### src/rtl/irq_pkg.sv
package irq_pkg;

    localparam int N_CH     = 3;
    localparam int ADDR_W   = 8;
    localparam int DATA_W   = 8;
    localparam int FRAME_W  = 2 * N_CH;
    localparam int ERR_W    = 2 * N_CH + 1;
    localparam int SRC_W    = FRAME_W + 2;
    localparam int TX_ERR_W = N_CH;
    localparam int RX_ERR_W = ERR_W - N_CH;

    localparam logic [ADDR_W-1:0] A_MASK  = 8'hEB;
    localparam logic [ADDR_W-1:0] A_REQ   = 8'h1F;
    localparam logic [ADDR_W-1:0] A_CLR   = 8'hEC;
    localparam logic [ADDR_W-1:0] A_ERRST = 8'h3C;
    localparam logic [ADDR_W-1:0] A_ERREN = 8'h3D;

    typedef enum logic [2:0] {
        SEL_NONE,
        SEL_MASK,
        SEL_REQ,
        SEL_CLR,
        SEL_ERRST,
        SEL_ERREN
    } reg_sel_e;

    typedef struct packed {
        logic              tx_hit;
        logic              rx_hit;
    } err_sum_t;

    function automatic reg_sel_e decode_addr(input logic [ADDR_W-1:0] a);
        case (a)
            A_MASK:  return SEL_MASK;
            A_REQ:   return SEL_REQ;
            A_CLR:   return SEL_CLR;
            A_ERRST: return SEL_ERRST;
            A_ERREN: return SEL_ERREN;
            default: return SEL_NONE;
        endcase
    endfunction

    function automatic logic [DATA_W-1:0] widen_err(input logic [ERR_W-1:0] v);
        logic [DATA_W-1:0] r;
        r = '0;
        r[ERR_W-1:0] = v;
        return r;
    endfunction

endpackage

### src/rtl/edge_rise.sv
module edge_rise #(
    parameter int W = 4
) (
    input  logic         clk,
    input  logic         rst,
    input  logic [W-1:0] din,
    output logic [W-1:0] rise
);

    logic [W-1:0] smp_q;
    logic [W-1:0] prv_q;

    always_ff @(posedge clk) begin
        if (rst) begin
            smp_q <= '0;
            prv_q <= '0;
        end else begin
            smp_q <= din;
            prv_q <= smp_q;
        end
    end

    assign rise = smp_q & ~prv_q;

endmodule

### src/rtl/err_combine.sv
module err_combine
    import irq_pkg::*;
(
    input  logic [ERR_W-1:0] err_rise,
    input  logic [ERR_W-1:0] err_en,
    output err_sum_t         sum
);

    logic [ERR_W-1:0] gated;

    assign gated      = err_rise & err_en;
    assign sum.tx_hit = |gated[TX_ERR_W-1:0];
    assign sum.rx_hit = |gated[ERR_W-1:TX_ERR_W];

endmodule

### src/rtl/req_bank.sv
module req_bank #(
    parameter int N = 8
) (
    input  logic         clk,
    input  logic         rst,
    input  logic [N-1:0] set_vec,
    input  logic [N-1:0] clr_vec,
    input  logic [N-1:0] mask,
    output logic [N-1:0] req_q,
    output logic         irq_n
);

    for (genvar i = 0; i < N; i++) begin : g_bit
        always_ff @(posedge clk) begin
            if (rst) begin
                req_q[i] <= 1'b0;
            end else if (set_vec[i]) begin
                req_q[i] <= 1'b1;
            end else if (clr_vec[i]) begin
                req_q[i] <= 1'b0;
            end
        end
    end

    assign irq_n = ~|(req_q & ~mask);

endmodule

### src/rtl/irq_ctl.sv
module irq_ctl
    import irq_pkg::*;
(
    input  logic              clk,
    input  logic              rst,
    input  logic [ADDR_W-1:0] addr,
    input  logic              wr_en,
    input  logic [DATA_W-1:0] wr_data,
    input  logic              rd_en,
    output logic [DATA_W-1:0] rd_data,
    input  logic [FRAME_W-1:0] frame_ev,
    input  logic [ERR_W-1:0]  err_src,
    output logic              irq_n
);

    reg_sel_e           sel;
    logic [FRAME_W-1:0] frame_rise;
    logic [ERR_W-1:0]   err_rise;
    err_sum_t           err_sum;
    logic [SRC_W-1:0]   set_vec;
    logic [SRC_W-1:0]   clr_vec;
    logic [SRC_W-1:0]   req_q;
    logic [SRC_W-1:0]   mask_q;
    logic [ERR_W-1:0]   en_q;
    logic [ERR_W-1:0]   status_q;
    logic               wr_mask;
    logic               wr_en_reg;
    logic               rd_status;

    assign sel       = decode_addr(addr);
    assign wr_mask   = wr_en && (sel == SEL_MASK);
    assign wr_en_reg = wr_en && (sel == SEL_ERREN);
    assign rd_status = rd_en && (sel == SEL_ERRST);

    edge_rise #(.W(FRAME_W)) u_frame_edge (
        .clk  (clk),
        .rst  (rst),
        .din  (frame_ev),
        .rise (frame_rise)
    );

    edge_rise #(.W(ERR_W)) u_err_edge (
        .clk  (clk),
        .rst  (rst),
        .din  (err_src),
        .rise (err_rise)
    );

    err_combine u_comb (
        .err_rise (err_rise),
        .err_en   (en_q),
        .sum      (err_sum)
    );

    assign set_vec = {err_sum.rx_hit, err_sum.tx_hit, frame_rise};
    assign clr_vec = (wr_en && (sel == SEL_CLR)) ? ~wr_data[SRC_W-1:0] : '0;

    req_bank #(.N(SRC_W)) u_req (
        .clk     (clk),
        .rst     (rst),
        .set_vec (set_vec),
        .clr_vec (clr_vec),
        .mask    (mask_q),
        .req_q   (req_q),
        .irq_n   (irq_n)
    );

    always_ff @(posedge clk) begin
        if (rst) begin
            mask_q <= '1;
            en_q   <= '0;
        end else begin
            if (wr_mask) begin
                mask_q <= wr_data[SRC_W-1:0];
            end
            if (wr_en_reg) begin
                en_q <= wr_data[ERR_W-1:0];
            end
        end
    end

    always_ff @(posedge clk) begin
        if (rst) begin
            status_q <= '0;
        end else begin
            status_q <= (rd_status ? '0 : status_q) | err_rise;
        end
    end

    always_comb begin
        rd_data = '0;
        case (sel)
            SEL_MASK:  rd_data[SRC_W-1:0] = mask_q;
            SEL_REQ:   rd_data[SRC_W-1:0] = req_q;
            SEL_ERRST: rd_data = widen_err(status_q);
            SEL_ERREN: rd_data = widen_err(en_q);
            default:   rd_data = '0;
        endcase
    end

endmodule

### config.mk
export PLATFORM = sky130hd
export DESIGN_NAME = irq_ctl
export DESIGN_NICKNAME = d
export VERILOG_FILES = /design/src/rtl/irq_pkg.sv /design/src/rtl/edge_rise.sv /design/src/rtl/err_combine.sv /design/src/rtl/req_bank.sv /design/src/rtl/irq_ctl.sv
export SDC_FILE = /design/constraint.sdc
export NUM_CORES = 1
export LEC_CHECK = 0
export ABC_AREA = 1
export BUFFER_PORTS_ARGS = -buffer_cell sky130_fd_sc_hd__buf_2
export CAP_MARGIN = 25
export CELL_PAD_IN_SITES_DETAIL_PLACEMENT = 0
export CELL_PAD_IN_SITES_GLOBAL_PLACEMENT = 1
export CORE_MARGIN = 4
export CORE_UTILIZATION = 41
export CTS_BUF_LIST = sky130_fd_sc_hd__clkbuf_8
export DETAILED_ROUTE_END_ITERATION = 6
export PLACE_DENSITY_LB_ADDON = 0.15
export RECOVER_POWER = 25
export SETUP_SLACK_MARGIN = 0.1
export SLEW_MARGIN = 0
export SYNTH_ARGS = -nofsm -noshare
export SYNTH_HDL_FRONTEND = slang
export SYNTH_HIERARCHICAL = 1
export SYNTH_SLANG_ARGS = --single-unit
### constraint.sdc
create_clock -name clk -period 1.9 [get_ports clk]
set_clock_uncertainty 0.15 [all_clocks]
set_input_delay 0.19 -clock clk [delete_from_list [all_inputs] [get_ports clk]]
set_output_delay 0.19 -clock clk [all_outputs]
set_load 0.005 [all_outputs]
==> results.md <==
* Fin util at 53.8%
* Initial Utilization at 43.2%
* Detailed placement HPWL at 4140 um
* Crit path arrival time at 1.25 ns
* Mapped Area at 2420 um^2
* Endpoints failing setup at 0
* CP cell instances: buf_2 -> inv_1 -> nand2_1 -> nor2_8 -> nand2_4 -> nor2_8 -> nand2_1 -> nand4_1 -> buf_2
* Status: complete, no violations
* Area post-placement at 2720 um^2
* Cells after DPL at 466
* Initial antenna violation count at 0
* Post-Syn Area per Cell at 6.84 um^2
* Startpoint types: input port
* Synth area leaders: dfxtp_1 (46%), nand2_1 (12%), nor2_1 (11%), inv_1 (11%), nand3_1 (5.0%)
* CP bufs+invs at 3
* Max_slew headroom at 25.4%
* Layout cells sized above 1 at 15.6%
* CTS tree: built
* Cell Count, Final, Fillers Out at 495
* Layout Nets at 455
* Clock transition at the registers of the reported paths at 0.10 ns
* Min Tclk post-route at 1.59 ns
* Row count at 27
* # clock sinks at 56
* Vias per cell at 4.50
* Filler Cell Count at 591
* H-tree levels at 2
* Placement Setup Slack at 0.303 ns
* Largest net degree at the start of global routing at 27
* Routed via count at 2226
* First-pass GRT wire length at 9290 um
* Delay-heaviest family, CP: simple AND/OR/NAND/NOR gates
* Drt total wl at 5520 um
* Root Driver: clkbuf_8
* Initial drt markers at 97
* Total GRT Usage at 16.1%
* DR WL/cell at 11.1 um
* Final hold vios at 0
* RSZ-0062 raised after global routing: false
* Synth Instances at 354
* PnR worst setup slack at 0.312 ns
* Post-route clock period utilization at 83.6%
* Worst-path fanout max at 15
* Slew Limit Fails at 0
* Overflow left after global routing at 0
* Fmax at 630 MHz
* Syn_nets at 387
* Clk_lat worst skew at 0.30 ns
* Die area at 7200 um^2
* Post-Layout Inst Area at 3020 um^2
* Die extent in x at 84.9 um
* Fin Setup TNS at 0 ns
* Number of synthesis warnings at 6
* Vias in the first global route at 2004
* Critical path endpoint category: primary output
* Count of antenna-violating nets left after detailed routing at 0
* Critical Path Max Stage Delay at 0.20 ns
* Most frequent cells in the layout: nand2_1 (80), nor2_1 (74), inv_1 (69)
* FF/Latch Area at 1120 um^2
* N_diodes at 0
* Core ar. at 5610 um^2
* Yosys reg bits at 56
* CTS max path bufs at 2
* Synth cell types at 20
* Power density cells at 693 nW/um^2
* Register area share after synthesis at 46.3%
* Area growth, synth to finish at 24.5%
* Pre-antenna DRT Iters at 4
* Actual slew at the worst max-slew pin at 1.12 ns
* Number of max-cap violations at 0
* Residual DRC count at 0
* Die Y at 84.9 um
* Multi-input logic area at 985 um^2
* Synth area leader: dfxtp_1
* Leak at 1.60 nW
* Worst EP required at 1.56 ns
* Port buffer count at 41
* Commonest non-fill, non-tap cell in the layout: nand2_1
* Peak supply drop at 0.397 mV
* Synth top area share at 46.3%
* Slowest CP cell: nor2_8
* Hold Path Class: in -> reg
* Inserted Clock Buffers at 5
* Io pins at 42
* RD Place Congestion at 0.851
* Setup Crit Path Kind: in -> out
-- report_power, final --
| group | total [W] | switching [W] | internal [W] |
|---|---|---|---|
| Combinational | 0.000191 | 0.0000997 | 0.0000915 |
| Clock | 0.000659 | 0.000367 | 0.000292 |
| Sequential | 0.00124 | 0.0000197 | 0.00122 |
| Total | 0.00209 | 0.000486 | 0.00160 |
-- cell usage after synthesis (all sizes together) --
master	number
nand2	84
nor2	78
inv	72
dfxtp	56
nand3	24
a21oi	16
nand4	9
nand3b	7
buf	5
clkbuf	2
nor3	1
-- per-stage QoR --
step / total power [W] / hold slack (ns)
after CTS: 0.00212 / 0.0910
final: 0.00209 / 0.149
after global placement: 0.00142 / 0.239
after floorplan: 0.00136 / 0.111
after global routing: 0.00220 / 0.172
after detailed placement: 0.00143 / 0.246
-- worst paths after layout --
check / start / to / slack (ns) / cells past startpoint
worst min-delay path: rst / u_frame_edge/prv_q[4] / 0.15 / 2
worst max-delay path: addr[7] / rd_data[2] / 0.31 / 9
worst max register to register: u_err_edge/smp_q[6] / u_req/req_q[7] / 0.77 / 8
worst min register to register: u_err_edge/smp_q[3] / u_err_edge/prv_q[3] / 0.28 / 2
-- final cells by class --
cell class / count / share of cell area, %
clock buffer: 6 / 2.74
clock inverter: 2 / 0.332
inverter: 72 / 8.96
sequential: 56 / 37.2
multi-input combinational: 219 / 32.7
timing repair buffer: 68 / 15.1
tap: 72 / 2.99
-- per-layer routing --
| metal | wire length [um] | vias up | GRT usage, % |
|---|---|---|---|
| met5 | 0 | - | 0 |
| met4 | 79 | 0 | 5.18 |
| met1 | 2620 | 974 | 22.0 |
| met2 | 2480 | 57 | 25.6 |
| li1 | - | 1190 | - |
| met3 | 339 | 5 | 3.30 |
-- repair_timing --
| item | CTS | global route |
|---|---|---|
| hold endpoints to repair | 21 | 0 |
| buffers inserted | 0 | 0 |
| resized for setup | 0 | 0 |
| hold buffers | 21 | 0 |
-- cells by family after synthesis --
family	share of synthesized area [%]
buffers and inverters	13.1
DFF	46.3
AOI/OAI and AO/OA	3.31
and+or+nand+nor	37.3
-- state kept, by name, indices dropped and copies added, names as in the netlist --
register and count:
u_err_edge/smp_q 7, u_frame_edge/smp_q 6, u_frame_edge/prv_q 6, mask_q 8, en_q 7, u_err_edge/prv_q 7, u_req/req_q 8, status_q 7
No activity file was read; power rests on OpenSTA's default activity.
